[src/rtl/cfgspi_pkg.sv]
package cfgspi_pkg;

  // Per-cycle strobes from frame control to the register datapath
  typedef struct packed {
    logic shiftIn;      // sample one serial bit
    logic captureHdr;   // address complete, direction bit on the line
    logic commitWrite;  // last write bit on the line
    logic driveFirst;   // start driving read data
    logic driveNext;    // advance to next read bit
    logic dropDrive;    // release the data line
  } ctrlStrb_t;

endpackage

[src/rtl/cfg_sync.sv]
module cfg_sync #(
  parameter int STAGES = 2,
  parameter int WIDTH = 3,
  parameter logic [WIDTH-1:0] RST_VAL = '0
) (
  input  logic             clk,
  input  logic             rstN,
  input  logic [WIDTH-1:0] asyncIn,
  output logic [WIDTH-1:0] syncOut
);

  logic [STAGES-1:0][WIDTH-1:0] chain;

  generate
    for (genvar s = 0; s < STAGES; s++) begin : g_stage
      always_ff @(posedge clk or negedge rstN) begin
        if (!rstN) chain[s] <= RST_VAL;
        else if (s == 0) chain[s] <= asyncIn;
        else chain[s] <= chain[(s == 0) ? 0 : s-1];
      end
    end
  endgenerate

  assign syncOut = chain[STAGES-1];

endmodule

[src/rtl/cfg_ctrl.sv]
module cfg_ctrl
  import cfgspi_pkg::*;
#(
  parameter int ADDR_W = 6,
  parameter int DATA_W = 8
) (
  input  logic      clk,
  input  logic      rstN,
  input  logic      csActive,
  input  logic      sclkRise,
  input  logic      sclkFall,
  input  logic      sdaBit,
  output ctrlStrb_t strb
);

  localparam int FRAME = ADDR_W + 2 + DATA_W;
  localparam int CNT_W = $clog2(FRAME + 1);
  localparam logic [CNT_W-1:0] DIR_CNT   = CNT_W'(ADDR_W);
  localparam logic [CNT_W-1:0] FIRST_CNT = CNT_W'(ADDR_W + 2);
  localparam logic [CNT_W-1:0] LAST_CNT  = CNT_W'(FRAME - 1);
  localparam logic [CNT_W-1:0] END_CNT   = CNT_W'(FRAME);

  logic [CNT_W-1:0] bitCnt;
  logic dirRead;

  always_comb begin
    strb = '0;
    strb.shiftIn     = csActive && sclkRise && (bitCnt < END_CNT);
    strb.captureHdr  = strb.shiftIn && (bitCnt == DIR_CNT);
    strb.commitWrite = strb.shiftIn && (bitCnt == LAST_CNT) && !dirRead;
    strb.driveFirst  = csActive && sclkFall && dirRead && (bitCnt == FIRST_CNT);
    strb.driveNext   = csActive && sclkFall && dirRead &&
                       (bitCnt > FIRST_CNT) && (bitCnt < END_CNT);
    strb.dropDrive   = !csActive || (sclkFall && (!dirRead || bitCnt == END_CNT));
  end

  always_ff @(posedge clk or negedge rstN) begin
    if (!rstN) begin
      bitCnt  <= '0;
      dirRead <= 1'b0;
    end else if (!csActive) begin
      bitCnt  <= '0;
      dirRead <= 1'b0;
    end else if (strb.shiftIn) begin
      bitCnt <= bitCnt + 1'b1;
      if (strb.captureHdr) dirRead <= sdaBit;
    end
  end

  // a write commits at most once per frame
  assert_one_commit_R2: assert property (@(posedge clk) disable iff (!rstN)
    strb.commitWrite |=> !strb.commitWrite);

  // frame strobes never coincide
  assert_strobes_exclusive_R1: assert property (@(posedge clk) disable iff (!rstN)
    $onehot0({strb.captureHdr, strb.commitWrite, strb.driveFirst, strb.driveNext}));

endmodule

[src/rtl/cfg_regs.sv]
module cfg_regs
  import cfgspi_pkg::*;
#(
  parameter int ADDR_W = 6,
  parameter int DATA_W = 8,
  parameter logic [DATA_W-1:0] CHIP_ID = 8'h12,
  parameter logic [2:0] RES_DEFAULT = 3'd7
) (
  input  logic      clk,
  input  logic      rstN,
  input  ctrlStrb_t strb,
  input  logic      sdaBit,
  input  logic [2:0] strapRes,
  input  logic      strapActive,
  output logic      sdaOut,
  output logic      sdaOe,
  output logic [2:0] resCode,
  output logic      standby
);

  localparam logic [ADDR_W-1:0] A_SCRATCH = ADDR_W'(0);
  localparam logic [ADDR_W-1:0] A_IDENT   = ADDR_W'(1);
  localparam logic [ADDR_W-1:0] A_RES     = ADDR_W'(2);
  localparam logic [ADDR_W-1:0] A_POWER   = ADDR_W'(3);

  logic [DATA_W-1:0] shiftReg, readBuf, readData, wrData, scratch;
  logic [ADDR_W-1:0] addrReg, hdrAddr;
  logic [2:0] resField;
  logic pwrOn, swSrc;

  assign hdrAddr = shiftReg[ADDR_W-1:0];
  assign wrData  = {shiftReg[DATA_W-2:0], sdaBit};

  always_comb begin
    case (hdrAddr)
      A_SCRATCH: readData = scratch;
      A_IDENT:   readData = CHIP_ID;
      A_RES:     readData = {{(DATA_W-3){1'b0}}, resField};
      A_POWER:   readData = {swSrc, {(DATA_W-2){1'b0}}, pwrOn};
      default:   readData = '0;
    endcase
  end

  // serial input and header capture
  always_ff @(posedge clk or negedge rstN) begin
    if (!rstN) begin
      shiftReg <= '0;
      addrReg  <= '0;
    end else if (strb.shiftIn) begin
      shiftReg <= wrData;
      if (strb.captureHdr) addrReg <= hdrAddr;
    end
  end

  // register file
  always_ff @(posedge clk or negedge rstN) begin
    if (!rstN) begin
      scratch  <= '0;
      resField <= RES_DEFAULT;
      pwrOn    <= 1'b0;
      swSrc    <= 1'b0;
    end else if (strb.commitWrite) begin
      case (addrReg)
        A_SCRATCH: scratch <= wrData;
        A_RES:     if (wrData[2:1] != 2'b01) resField <= wrData[2:0];
        A_POWER: begin
          pwrOn <= wrData[0];
          swSrc <= wrData[DATA_W-1];
        end
        default: ;
      endcase
    end
  end

  // read-out shifter and pad enable
  always_ff @(posedge clk or negedge rstN) begin
    if (!rstN) begin
      readBuf <= '0;
      sdaOe   <= 1'b0;
    end else begin
      if (strb.captureHdr) readBuf <= readData;
      else if (strb.driveNext) readBuf <= {readBuf[DATA_W-2:0], 1'b0};
      if (strb.dropDrive) sdaOe <= 1'b0;
      else if (strb.driveFirst) sdaOe <= 1'b1;
    end
  end

  assign sdaOut  = readBuf[DATA_W-1];
  assign resCode = swSrc ? resField : strapRes;
  assign standby = swSrc ? ~pwrOn : ~strapActive;

  // illegal resolution codes never stored
  assert_res_legal_R6: assert property (@(posedge clk) disable iff (!rstN)
    resField[2:1] != 2'b01);

  // registers move only on a write commit
  assert_hold_no_commit_R9: assert property (@(posedge clk) disable iff (!rstN)
    !strb.commitWrite |=> $stable({scratch, resField, pwrOn, swSrc}));

  // drive released once a drive phase ends
  assert_drop_drive_R3: assert property (@(posedge clk) disable iff (!rstN)
    strb.dropDrive |=> !sdaOe);

endmodule

[src/rtl/cfg_serial_port.sv]
module cfg_serial_port
  import cfgspi_pkg::*;
#(
  parameter int ADDR_W = 6,
  parameter int DATA_W = 8,
  parameter int SYNC_STAGES = 2,
  parameter logic [DATA_W-1:0] CHIP_ID = 8'h12,
  parameter logic [2:0] RES_DEFAULT = 3'd7
) (
  input  logic       clk,
  input  logic       rstN,
  input  logic       csN,
  input  logic       sclk,
  input  logic       sdaIn,
  output logic       sdaOut,
  output logic       sdaOe,
  input  logic [2:0] strapRes,
  input  logic       strapActive,
  output logic [2:0] resCode,
  output logic       standby
);

  logic [2:0] syncd;
  logic csS, sclkS, sdaS, sclkPrev;
  ctrlStrb_t strb;

  cfg_sync #(.STAGES(SYNC_STAGES), .WIDTH(3), .RST_VAL(3'b100)) uSync (
    .clk(clk), .rstN(rstN), .asyncIn({csN, sclk, sdaIn}), .syncOut(syncd)
  );
  assign {csS, sclkS, sdaS} = syncd;

  always_ff @(posedge clk or negedge rstN) begin
    if (!rstN) sclkPrev <= 1'b0;
    else sclkPrev <= sclkS;
  end

  cfg_ctrl #(.ADDR_W(ADDR_W), .DATA_W(DATA_W)) uCtrl (
    .clk(clk), .rstN(rstN), .csActive(!csS),
    .sclkRise(sclkS && !sclkPrev), .sclkFall(!sclkS && sclkPrev),
    .sdaBit(sdaS), .strb(strb)
  );

  cfg_regs #(.ADDR_W(ADDR_W), .DATA_W(DATA_W), .CHIP_ID(CHIP_ID),
             .RES_DEFAULT(RES_DEFAULT)) uRegs (
    .clk(clk), .rstN(rstN), .strb(strb), .sdaBit(sdaS),
    .strapRes(strapRes), .strapActive(strapActive),
    .sdaOut(sdaOut), .sdaOe(sdaOe), .resCode(resCode), .standby(standby)
  );

  // pad never driven once chip select is seen high
  assert_idle_no_drive_R10: assert property (@(posedge clk) disable iff (!rstN)
    csS |=> !sdaOe);

endmodule

[config.mk]
export PLATFORM = sky130hd
export DESIGN_NAME = cfg_serial_port
export DESIGN_NICKNAME = d
export VERILOG_FILES = /design/src/rtl/cfgspi_pkg.sv /design/src/rtl/cfg_sync.sv /design/src/rtl/cfg_ctrl.sv /design/src/rtl/cfg_regs.sv /design/src/rtl/cfg_serial_port.sv
export SDC_FILE = /design/constraint.sdc
export NUM_CORES = 1
export LEC_CHECK = 0
export ABC_AREA = 1
export CAP_MARGIN = 30
export CORE_MARGIN = 3
export CORE_UTILIZATION = 30
export DETAILED_ROUTE_END_ITERATION = 7
export PLACE_DENSITY = 0.46
export RECOVER_POWER = 100
export SLEW_MARGIN = 10
export SYNTH_ARGS = -nofsm -noshare
export SYNTH_HDL_FRONTEND = slang
export SYNTH_SLANG_ARGS = --single-unit
[constraint.sdc]
create_clock -name clk -period 1.95 [get_ports clk]
set_input_delay 0.39 -clock clk [delete_from_list [all_inputs] [get_ports clk]]
set_output_delay 0.39 -clock clk [all_outputs]
set_load 0.005 [all_outputs]
**After elaboration in Yosys (flattened, before gate mapping)**

Cells that the tools add are included.

- Add/subtract/negate cells: 1
- $lt $le $gt $ge: 2
- Eq/ne operators: 10
- Muxes and demuxes: 12
- Bitwise logic cells: 2
- Reduce and logical (&&, ||, !) cells: 30

Operators with widths:

| operator | number |
|---|---|
| 8-bit one-hot mux with 4 select lines | 1 |
| 6-bit by 2-bit == test with 1-bit output (second input constant) | 4 |
| 8-bit two-way mux | 2 |
| 1-bit logical AND | 13 |
| 6-bit zero test | 2 |
| 5-bit by 4-bit == test with 1-bit output (second input constant) | 2 |
| 5-bit two-way mux | 2 |
| 2-bit AND reduction | 4 |
| 2-bit nonzero test | 4 |
| 6-bit by 1-bit == test with 1-bit output (second input constant) | 1 |
| 1-bit two-way mux | 6 |
| 5-bit by 1-bit adder with 5-bit output (second input constant) | 1 |
| 5-bit by 3-bit == test with 1-bit output (second input constant) | 1 |
| 5-bit == test (second input constant) | 1 |
| 5-bit by 4-bit greater-than comparator with 1-bit output (second input constant) | 1 |
| 5-bit less-than comparator (second input constant) | 1 |
| 1-bit zero test | 4 |
| 3-bit two-way mux | 1 |
| 3-bit AND reduction | 1 |
| 1-bit logical OR | 2 |
| 2-bit by 1-bit inequality test with 1-bit output (second input constant) | 1 |
| 1-bit NOT | 2 |

- Register bits: 48
- Output and inout bits: 6

**Logic depth before layout (Yosys ltp)**

- Depth after elaboration: 8
- Mapped depth: 10
- Gate-level depth less buffers: 9

**Hierarchy**

A second synthesis with hierarchy kept.

- Cells, all modules: 258
- Area, all modules: 2214.6 sq um

By module, submodules not included:

| module | times used | cells each | area each (sq um) | seq. area each (sq um) |
|---|---|---|---|---|
| cfg_regs | 1 | 185 | 1582.8 | 879.6 |
| cfg_ctrl | 1 | 58 | 412.9 | 150.1 |
| cfg_sync | 1 | 9 | 175.2 | 152.6 |
| cfg_serial_port | 1 | 6 | 43.8 | 25.0 |

**Worst setup path before layout**

OpenSTA, ideal clock, no wires.

- Kind: reg-to-reg
- Start point: register uCtrl.bitCnt[1]
- End point: register uRegs.scratch[6]
- Data arrival time: 1.419 ns
- Slack: 0.413 ns
- Cell stages (with the launch flop): 11
- Clock period less this slack: 1.537 ns
- Path through: dfrtp_1 > ha_1 > nand2_1 > nor2_1 > ha_1 > nand2_1 > nor2_4 > nand3_4 > buf_6 > nand2_1 > o21ai_2

- Cells in the longest elaborated chain, start to end: 5
- Elaborated cells between the ends (all ways): 6

RTL lines:

| element | RTL line | source |
|---|---|---|
| from (decl) | cfg_ctrl.sv:23 | `logic [CNT_W-1:0] bitCnt;` |
| from (signal assigned) | cfg_ctrl.sv:45 | `bitCnt <= bitCnt + 1'b1;` |
| 5-bit less-than comparator | cfg_ctrl.sv:28 | `strb.shiftIn = csActive && sclkRise && (bitCnt < END_CNT);` |
| 1-bit logical AND | cfg_ctrl.sv:28 |  |
| 1-bit logical AND * (2 in series) | cfg_ctrl.sv:30 | `strb.commitWrite = strb.shiftIn && (bitCnt == LAST_CNT) && !dirRead;` |
| 2-bit AND reduction (no line) * | - |  |
| to (signal assigned) | cfg_regs.sv:64 | `A_SCRATCH: scratch <= wrData;` |
| to (decl) | cfg_regs.sv:26 | `logic [DATA_W-1:0] shiftReg, readBuf, readData, wrData, scratch;` |

Mark *: on every way between the ends. The rest lies on a longest branch, timed or not.
A chain may end at the register's enable or synchronous reset.

**Final worst setup path**

- Start point: register uRegs.swSrc
- End point: output resCode[1]

- Cells in the longest elaborated chain, start to end: 1

RTL lines:

| element | RTL line | source |
|---|---|---|
| from (decl) | cfg_regs.sv:29 | `logic pwrOn, swSrc;` |
| from (signal assigned) | cfg_regs.sv:68 | `swSrc <= wrData[DATA_W-1];` |
| 3-bit two-way mux | cfg_regs.sv:89 | `assign resCode = swSrc ? resField : strapRes;` |
| to (decl) | cfg_serial_port.sv:19 | `output logic [2:0] resCode,` |

Every way passes these cells.

==> summary.md <==
| Metric | Value |
|---|---|
| Net Sw Frac | 29.17% |
| Area leader, netlist | dfrtp_1 |
| Nets | 274 |
| TritonCTS clock tree | done |
| Internal | 1.359 mW |
| Clk slew on worst S/H paths | 0.10 ns |
| Total wire length | 4.498 mm |
| Die ar. | 0.008489 mm2 |
| Largest net degree at the start of global routing | 49 |
| FMAX | 0.5446 GHz |
| Switching pwr | 559.6 uW |
| Leak Pwr | 1.151 nW |
| Top-count cell post-synth | nand2_1 |
| Fin Setup TNS | 0 ns |
| Worst ir drop on vdd | 0.4352 mV |
| # diodes | 0 |
| Top-area cell type share of the netlist area | 48.34% |
| Critical path class | flop to output port |
| Setup WS pre-CTS | 0.07615 ns |
| FP Rows | 30 |
| CP Launch Type | flop |
| Power Dens Cells | 762.4 mW/mm2 |
| Cells after synthesis | 243 |
| Mean routed wirelength per cell | 12.56 um |
| Post-DRT Antenna Nets | 0 |
| Root Buffer | clkbuf_8 |
| Layout cell share with drive strength beyond 1 | 11.45% |
| Number of H-tree levels | 2 |
| Crit Path Max Fanout | 5 |
| Initial antenna violation count | 0 |
| Via count | 1607 |
| Post-DR vias/cell | 4.489 |
| CP required | 1.56 ns |
| Status | finished clean |
| Die X | 92.14 um |
| Register-to-register setup slack | 0.24 ns |
| Top cells by count, synth | nand2_1 (54), dfrtp_1 (43), o21ai_0 (28) |
| Busiest grt layer | met2 |
| Post-synthesis net count | 256 |
| GRT Residual Overflow | 0 |
| GPL Wtd Cong | 0.7733 |
| Detailed Route Iter0 Violations | 99 |
| GR Layer Usage met3 | 2.789% |
| Synth Cell Area | 0.002226 mm2 |
| Vias in the first global route | 1534 |
| Crit. End Element | output port |
| Synth cell types | 30 |
| Ys flop type | dfrtp_1 |
| IO Pins | 15 |
| Number of max-slew violations in the final report | 0 |
| Final Core Density | 36.04% |
| Die height | 92.14 um |
| Period utilization | 94.16% |
| Port Buf Inserts | 14 |
| RSZ-0062 raised after global routing | false |
| Slew headroom | 22.34% |
| Max cap viols | 0 |
| Clock skew | 0.01056 ns |
| Seq pwr share | 55.9% |
| CP arrival | 1.45 ns |
| DP Wirelength | 3.240 mm |
| Hold Crit Class | flop to flop |
| Total CTS buffers | 5 |
| YS warnings | 0 |
| Fillcell total | 767 |
| Sequential fraction of the synthesis area | 54.24% |
| Core Region | 0.006982 mm2 |
| Number of remaining DRC errors | 0 |
| DRT Pass-1 Iters | 4 |
| First-pass GRT wire length | 7.838 mm |
| Post-layout min period | 1.836 ns |
| Final worst setup slack | 0.1139 ns |
| Async SR Flop Fraction | 100.0% |
| Slew @ Worst Pin | 1.165 ns |
| Synth top area cells | dfrtp_1 (48%), nand2_1 (9.1%), o21ai_0 (6.3%) |
| # clock sinks | 48 |
| Initial Util | 31.88% |
| CTS Buffer Depth | 2 |
| Post-synth EDFFs | 0 |
| Endpoints failing hold | 0 |
| Endpoints failing setup | 0 |
| Worst-Skew Late Latency | 0.31 ns |
| Grt met2 use | 17.34% |
| Synthesis-stage register bit count | 48 |
| M1 GR Usage | 17.14% |
| Hold Buf Count CTS | 0 |
| Clk pwr share | 32.0% |
| All-layer global routing usage | 11.82% |
| Synth Area per Inst | 9.160 um2 |
| Synth-to-Final Area Change | 13.04% |
| Comb power frac | 12.1% |
[worst max-delay path, stage by stage, from the launching register on]
cell and delay (ns):
dfrtp_2 0.43, buf_4 0.13, mux2_2 0.31, dlygate4sd2_1 0.26
[power groups by stage]
stage,Clock [mW],Combinational [mW],Sequential (mW)
floorplan,0,0.160,1.08
global placement,0,0.255,1.09
detailed placement,0,0.255,1.09
CTS,0.640,0.255,1.07
global route,0.682,0.278,1.08
finish,0.615,0.232,1.07
[stage by stage]
| step | instance area [um2] | cells | hold WS, ns | power [mW] |
|---|---|---|---|---|
| after floorplan | 2226 | 243 | 0.09441 | 1.239 |
| after global placement | 2454 | 348 | 0.3356 | 1.347 |
| after detailed placement | 2454 | 348 | 0.3370 | 1.347 |
| after CTS | 2561 | 358 | 0.05282 | 1.968 |
| after global routing | 2516 | 358 | 0.3589 | 2.040 |
| final | 2516 | 358 | 0.3526 | 1.918 |
[repair_timing]
| item | CTS | global route |
|---|---|---|
| setup buffers | 2 | 0 |
| pin swaps | 0 | 0 |
| setup endpoints to repair | 4 | 2 |
| gates resized for setup | 2 | 2 |
[worst paths after layout]
kind | start | endpoint | cells past startpoint
max | uRegs.swSrc$_DFFE_PN0P_ | resCode[1] | 3
min | uSync.chain[2]$_DFF_PN1_ | uSync.syncOut[2]$_DFF_PN1_ | 0
max reg2reg | uCtrl.bitCnt[1]$_DFFE_PN0P_ | uRegs.scratch[2]$_DFFE_PN0P_ | 9
min reg2reg | uSync.chain[2]$_DFF_PN1_ | uSync.syncOut[2]$_DFF_PN1_ | 0
max in group asynchronous | rstN | uRegs.swSrc$_DFFE_PN0P_ | 2
min in group asynchronous | rstN | uCtrl.bitCnt[3]$_DFFE_PN0P_ | 2
[logic make-up (layout without fill, tap and decap cells)]
family / after synthesis / count (layout) / share of synthesized area [%]
multiplexers: 4 / 4 / 1.967
AO/OA/AOI/OAI: 46 / 46 / 12.09
AND/OR/NAND/NOR: 112 / 112 / 23.44
buffers and inverters: 29 / 48 / 6.014
flip-flops: 48 / 48 / 54.24
adder cells (fa/ha/maj): 4 / 4 / 2.249
[layout make-up]
type | count | area [um2] | share of cell area [%]
flip-flops and latches | 48 | 1209 | 48.04
multi-input cells | 166 | 852.1 | 33.86
repair buffers | 17 | 156.4 | 6.216
well taps | 96 | 120.1 | 4.774
inverters | 23 | 86.33 | 3.431
clock buffers | 5 | 68.82 | 2.735
clock inverters | 3 | 23.77 | 0.9448
[layout by cell type (no fill, tap or decap), types with 2 or more instances in the layout]
master and n:
nand2_1 54, dfrtp_1 42, o21ai_0 36, inv_1 23
nor2_1 21, nand3_1 21, a21oi_1 6, clkbuf_8 5
dlygate4sd3_1 5, clkdlybuf4s50_1 5, dfstp_2 5, nand4_1 4
ha_1 4, mux2_2 3, nor3_1 3, nand2_4 2
clkinvlp_4 2, buf_4 2
[routing by layer]
layer,wire length (um),up-vias,share of wire [%]
li1,-,836,-
met1,2305,750,51
met2,1983,13,44
met3,137,8,3.0
met4,72,0,1.6
met5,0,-,0
[state kept, by name, indices dropped and copies added (netlist names), 3 cells and up]
name	count
uRegs.scratch	8
uRegs.resField	3
uRegs.shiftReg	7
uSync.chain	3
uCtrl.bitCnt	5
uRegs.addrReg	6
uRegs.readBuf	8
uSync.syncOut	3
Power figures use the tool's default switching activity.
